[src/rtl/crb_pkg.sv]
package crb_pkg;
  localparam int CTRL_W    = 8;
  localparam int DATA_W    = 16;
  localparam int ADDR_W    = CTRL_W - 2;
  localparam int REG_N     = 1 << ADDR_W;
  localparam int APP_ST_W  = CTRL_W - 2;
  localparam int MODE_BIT  = CTRL_W - 1;
  localparam int DIR_BIT   = CTRL_W - 2;
  localparam int FREQ_BIT  = 0;
  localparam int LOAD_BIT  = 3;

  typedef struct packed {
    logic              reg_mode;
    logic              wr;
    logic [ADDR_W-1:0] addr;
  } ctrl_t;

  function automatic ctrl_t split_ctrl(input logic [CTRL_W-1:0] c);
    ctrl_t f;
    f.reg_mode = c[MODE_BIT];
    f.wr       = c[DIR_BIT];
    f.addr     = c[ADDR_W-1:0];
    return f;
  endfunction

  function automatic logic [CTRL_W-1:0] reg_reply(input ctrl_t f);
    return {1'b1, f.wr, f.addr};
  endfunction

  function automatic logic [CTRL_W-1:0] proc_reply(input logic [APP_ST_W-1:0] st,
                                                   input logic fsel);
    return {1'b0, st, fsel};
  endfunction

  function automatic logic next_fsel(input logic fire, input logic [CTRL_W-1:0] c,
                                     input logic cur);
    return (fire && c[LOAD_BIT]) ? c[FREQ_BIT] : cur;
  endfunction
endpackage

[src/rtl/crb_decode.sv]
module crb_decode
  import crb_pkg::*;
(
  input  logic              valid,
  input  logic [CTRL_W-1:0] ctrl,
  output ctrl_t             fields,
  output logic              wr_fire,
  output logic              rd_fire,
  output logic              proc_fire
);
  always_comb begin
    fields    = split_ctrl(ctrl);
    wr_fire   = valid &&  fields.reg_mode &&  fields.wr;
    rd_fire   = valid &&  fields.reg_mode && !fields.wr;
    proc_fire = valid && !fields.reg_mode;
  end
endmodule

[src/rtl/crb_regfile.sv]
module crb_regfile #(
  parameter int W     = 16,
  parameter int DEPTH = 64,
  localparam int AW   = $clog2(DEPTH)
) (
  input  logic          clk,
  input  logic          rst_n,
  input  logic          we,
  input  logic [AW-1:0] waddr,
  input  logic [W-1:0]  wdata,
  input  logic [AW-1:0] raddr,
  output logic [W-1:0]  rdata
);
  logic [W-1:0] word_q [DEPTH];

  for (genvar g = 0; g < DEPTH; g++) begin : g_word
    always_ff @(posedge clk) begin
      if (!rst_n)
        word_q[g] <= '0;
      else if (we && (waddr == AW'(g)))
        word_q[g] <= wdata;
    end
  end

  assign rdata = word_q[raddr];
endmodule

[src/rtl/crb_proc_path.sv]
module crb_proc_path
  import crb_pkg::*;
(
  input  logic              clk,
  input  logic              rst_n,
  input  logic              fire,
  input  logic [CTRL_W-1:0] ctrl,
  input  logic [DATA_W-1:0] data,
  output logic [CTRL_W-2:0] app_ctrl,
  output logic [DATA_W-1:0] app_data_out,
  output logic              app_strobe,
  output logic              fsel_q,
  output logic              fsel_d
);
  assign fsel_d = next_fsel(fire, ctrl, fsel_q);

  always_ff @(posedge clk) begin
    if (!rst_n) begin
      app_ctrl     <= '0;
      app_data_out <= '0;
      app_strobe   <= 1'b0;
      fsel_q       <= 1'b0;
    end else begin
      app_strobe <= fire;
      fsel_q     <= fsel_d;
      if (fire) begin
        app_ctrl     <= ctrl[CTRL_W-2:0];
        app_data_out <= data;
      end
    end
  end
endmodule

[src/rtl/cyclic_reg_bridge.sv]
module cyclic_reg_bridge
  import crb_pkg::*;
(
  input  logic                clk,
  input  logic                rst_n,
  input  logic                req_valid,
  input  logic [CTRL_W-1:0]   req_ctrl,
  input  logic [DATA_W-1:0]   req_data,
  input  logic [APP_ST_W-1:0] app_status,
  input  logic [DATA_W-1:0]   app_data_in,
  output logic [CTRL_W-1:0]   rsp_status,
  output logic [DATA_W-1:0]   rsp_data,
  output logic [CTRL_W-2:0]   app_ctrl,
  output logic [DATA_W-1:0]   app_data_out,
  output logic                app_strobe
);
  ctrl_t             req_f;
  logic              wr_fire, rd_fire, proc_fire;
  logic [DATA_W-1:0] reg_rdata;
  logic              freq_active, freq_next;

  crb_decode u_dec (
    .valid     (req_valid),
    .ctrl      (req_ctrl),
    .fields    (req_f),
    .wr_fire   (wr_fire),
    .rd_fire   (rd_fire),
    .proc_fire (proc_fire)
  );

  crb_regfile #(.W(DATA_W), .DEPTH(REG_N)) u_rf (
    .clk   (clk),
    .rst_n (rst_n),
    .we    (wr_fire),
    .waddr (req_f.addr),
    .wdata (req_data),
    .raddr (req_f.addr),
    .rdata (reg_rdata)
  );

  crb_proc_path u_proc (
    .clk          (clk),
    .rst_n        (rst_n),
    .fire         (proc_fire),
    .ctrl         (req_ctrl),
    .data         (req_data),
    .app_ctrl     (app_ctrl),
    .app_data_out (app_data_out),
    .app_strobe   (app_strobe),
    .fsel_q       (freq_active),
    .fsel_d       (freq_next)
  );

  always_ff @(posedge clk) begin
    if (!rst_n) begin
      rsp_status <= '0;
      rsp_data   <= '0;
    end else if (wr_fire) begin
      rsp_status <= reg_reply(req_f);
      rsp_data   <= req_data;
    end else if (rd_fire) begin
      rsp_status <= reg_reply(req_f);
      rsp_data   <= reg_rdata;
    end else if (proc_fire) begin
      rsp_status <= proc_reply(app_status, freq_next);
      rsp_data   <= app_data_in;
    end
  end
endmodule

[config.mk]
export PLATFORM = sky130hd
export DESIGN_NAME = cyclic_reg_bridge
export DESIGN_NICKNAME = d
export VERILOG_FILES = /design/src/rtl/crb_pkg.sv /design/src/rtl/crb_decode.sv /design/src/rtl/crb_regfile.sv /design/src/rtl/crb_proc_path.sv /design/src/rtl/cyclic_reg_bridge.sv
export SDC_FILE = /design/constraint.sdc
export NUM_CORES = 1
export LEC_CHECK = 0
export ABC_AREA = 0
export BUFFER_PORTS_ARGS = -buffer_cell sky130_fd_sc_hd__buf_2
export CORE_ASPECT_RATIO = 2
export CORE_MARGIN = 8
export CORE_UTILIZATION = 55
export DETAILED_ROUTE_END_ITERATION = 7
export PLACE_DENSITY = 0.7
export SYNTH_ARGS = -nofsm -noshare
export SYNTH_HDL_FRONTEND = slang
export SYNTH_SLANG_ARGS = --single-unit
[constraint.sdc]
create_clock -name clk -period 5.48 [get_ports clk]
set_clock_uncertainty 0.1 [all_clocks]
set_input_delay 1.644 -clock clk [delete_from_list [all_inputs] [get_ports clk]]
set_output_delay 1.644 -clock clk [all_outputs]
set_load 0.01 [all_outputs]
==> results.sh <==
export IMPL_status="complete, no violations"
export IMPL_yosysTopAreaCell="edfxtp_1"
export IMPL_peakVddDrop_mv=0.311
export IMPL_crit_fanout=65
export IMPL_yosysUniqueCellTypes=51
export IMPL_synth_edff_count=1024
export IMPL_ios=97
export IMPL_fin_area_mm2=0.0544
export IMPL_first_pass_iters=6
export IMPL_cts_setup_buffers=0
export IMPL_ant_nets=0
export IMPL_grt_antenna_before_repair=5
export IMPL_drv_slew=0
export IMPL_htree_levels=3
export IMPL_finalSetupViolations=0
export IMPL_areaGrowthSynthToFinish_pct=9.78
export IMPL_hpwl_mm=95.4
export IMPL_period_minus_slack_ps=4380
export IMPL_power_leakage_nw=19.0
export IMPL_tns_ps=0
export IMPL_wl_per_cell_um=29.8
export IMPL_yosys_warnings=0
export IMPL_start_util_pct=55.5
export IMPL_cp_slowest_cell="o31ai_1"
export IMPL_final_cell_count_no_fill=4708
export IMPL_path_clk_slew_ps=60
export IMPL_arrival_ps=4880
export IMPL_cts_sinks=1073
export IMPL_rsz0062_at_grt="no"
export IMPL_yosys_register_bits=1073
export IMPL_fmax_ghz=0.228
export IMPL_total_power_mw=17.6
export IMPL_slowest_delay_ps=1090
export IMPL_die_area_mm2=0.100
export IMPL_async_reset_ff_share_pct=0
export IMPL_core_area_mm2=0.0892
export IMPL_drc=0
export IMPL_slew_limit_headroom_pct=7.49
export IMPL_place_area_mm2=0.0514
export IMPL_grt_pass1_wl_mm=204
export IMPL_hold_path_class="flip-flop to flip-flop"
export IMPL_drv_cap=0
export IMPL_gp_congestion=0.989
export IMPL_nets=3501
export IMPL_syn_cell_area_mm2=0.0495
export IMPL_critPathTopFamily="compound AO/OA/AOI/OAI gates"
export IMPL_min_from="u_proc.app_data_out[13]"
export IMPL_clockBufferDepth=3
export IMPL_seq_area_frac_synth_pct=64.1
export IMPL_initialDrtViolationCount=2998
export IMPL_cts_buffers=92
export IMPL_cp_end_kind="flip-flop"
export IMPL_via_per_inst=6.23
export IMPL_grt_pass1_vias=30493
export IMPL_cts_tree="done"
export IMPL_yosysTopAreaCellShare_pct=62.1
export IMPL_worst_path_buf_inv=3
export IMPL_grt_max_degree=67
export IMPL_clockRootBuffer="clkbuf_16"
export IMPL_worstSetupStartpoint="req_ctrl[3]"
export IMPL_synth_area_leaders="edfxtp_1 62%, and2_1 13%, mux4_2 8.4%, mux2_2 3.1%, dfxtp_1 2.0%"
export IMPL_synth_nets=3467
export IMPL_worst_setup_path_type="input port to flip-flop"
export IMPL_critPathMostFrequentCell="buf_4"
export IMPL_critPathRequiredTime_ps=5980
export IMPL_place_inst=4535
export IMPL_num_vias=29320
export IMPL_cp_start_kind="input port"
export IMPL_cts_hold_buf=0
export IMPL_rows=155
export IMPL_final_layout_size_suffix_gt1_share_pct=21.9
export IMPL_numPortBuffers=96
export IMPL_p_per_area_mw_per_mm2=324
export IMPL_place_ws_ps=341
export IMPL_cts_resized=0
export IMPL_syn_avg_cell_area_um2=14.5
export IMPL_routed_wl_mm=140
export IMPL_worst_slew_pin_transition_ps=1380
export IMPL_grt_total_usage_pct=27.7
export IMPL_crit_chain="buf_6 -> nand2b_1 -> buf_4 -> buf_4 -> o22ai_1 -> o31ai_1 -> nor3_1 -> a31oi_1"
export IMPL_postSynthCellCount=3418
export IMPL_die_w_um=228
export IMPL_finalWorstSetupSlack_ps=1100
export IMPL_hold_viol=0
export IMPL_r2r_start="u_rf.word_q[55][10]"
export IMPL_dominantRegCellSynth="edfxtp_1"
export IMPL_grt_overflow=0
export IMPL_finalCritPeriodShare_pct=79.9
export IMPL_clock_latency_ps=710
export IMPL_die_h_um=440
==> cells in the mapped netlist, drive strengths merged, types with 3 or more instances <==
cell type	instances
edfxtp	1024
and2	1027
mux2i	72
inv	15
o22ai	68
nand3b	18
nand4	5
o211ai	13
a221oi	6
nand2b	5
nor3	34
a211oi	10
a21oi	37
clkbuf	216
buf	104
a31oi	15
a2111oi	3
nor2	88
nand3	27
o31ai	11
dfxtp	49
a311oi	3
a22oi	37
and2b	4
mux2	137
mux4	185
o21ai	89
nand2	95
nor2b	10
or2	5
==> power by group <==
part | internal, mW | switching (mW) | leakage (nW) | total [mW]
Combinational | 0.517 | 0.939 | 7.38 | 1.46
Clock | 3.64 | 3.03 | 1.46 | 6.67
Sequential | 9.36 | 0.143 | 10.1 | 9.51
Total | 13.5 | 4.11 | 19.0 | 17.6
==> kinds of logic (layout without fill, tap and decap cells) <==
family | Yosys count | count (layout) | share of synthesized area (%)
multiplexers | 394 | 394 | 13.0
AND/OR/NAND/NOR | 1322 | 1322 | 16.2
flip-flops | 1073 | 1073 | 64.1
buffers and inverters | 336 | 448 | 3.08
other | 0 | 1 | 0
AO/OA/AOI/OAI | 293 | 293 | 3.64
==> metal layers <==
metal | track usage (%) | wire length, µm | up-vias
met1 | 29.7 | 46500 | 14952
met2 | 49.3 | 72500 | 1441
li1 | - | - | 12521
met3 | 4.48 | 10100 | 402
met5 | 0 | 27 | -
met4 | 19.9 | 11400 | 4
==> metrics by stage <==
| stage | util, % | hold slack (ps) |
|---|---|---|
| finish | 61.0 | 357 |
| global route | 60.9 | 373 |
| CTS | 60.9 | 358 |
| detailed placement | 57.6 | 350 |
| global placement | 57.6 | 342 |
| floorplan | - | 355 |
==> final timing paths <==
path	cells past startpoint	slack [ps]	to
setup / recovery	8	1100	rsp_data[10]
hold reg to reg	2	360	u_proc.app_data_out[13]
hold / removal	2	360	u_proc.app_data_out[13]
setup reg to reg	5	2890	rsp_data[10]
==> worst reg2reg max path, delay by kind of cell, from the launching register on <==
kind | cells | cell delay [ps]
compound gates | 3 | 970
flops | 1 | 360
mux | 1 | 490
simple gates | 1 | 520
==> layout by cell type (no fill, tap or decap), types with 25 or more instances in the layout <==
| cell type | n |
|---|---|
| edfxtp_1 | 1024 |
| buf_4 | 155 |
| nor2_1 | 58 |
| mux2i_1 | 72 |
| nor3_1 | 34 |
| buf_2 | 93 |
| nand2_1 | 87 |
| clkbuf_16 | 92 |
| mux2_2 | 137 |
| o21ai_1 | 64 |
| a21oi_1 | 37 |
| a22oi_1 | 37 |
| dfxtp_1 | 49 |
| mux4_2 | 185 |
| o22ai_1 | 68 |
| and2_1 | 1027 |
| o21ai_0 | 25 |
==> sequential cells by signal, indices dropped and copies added (netlist names) <==
signal / cells
u_proc.fsel_q: 1
u_proc.app_data_out: 16
u_rf.word_q: 1024
rsp_status: 8
rsp_data: 16
u_proc.app_ctrl: 7
u_proc.app_strobe: 1
==> cell type report <==
type | count | area, µm²
flip-flops and latches | 1073 | 31700
inverters | 16 | 60.1
diodes | 1 | 2.50
clock buffers | 113 | 2390
fillers | 6710 | 34800
repair buffers | 260 | 1850
clock inverters | 59 | 596
multi-input cells | 2009 | 16300
well taps | 1177 | 1470
Note: power is estimated with default switching activity, not from simulation.
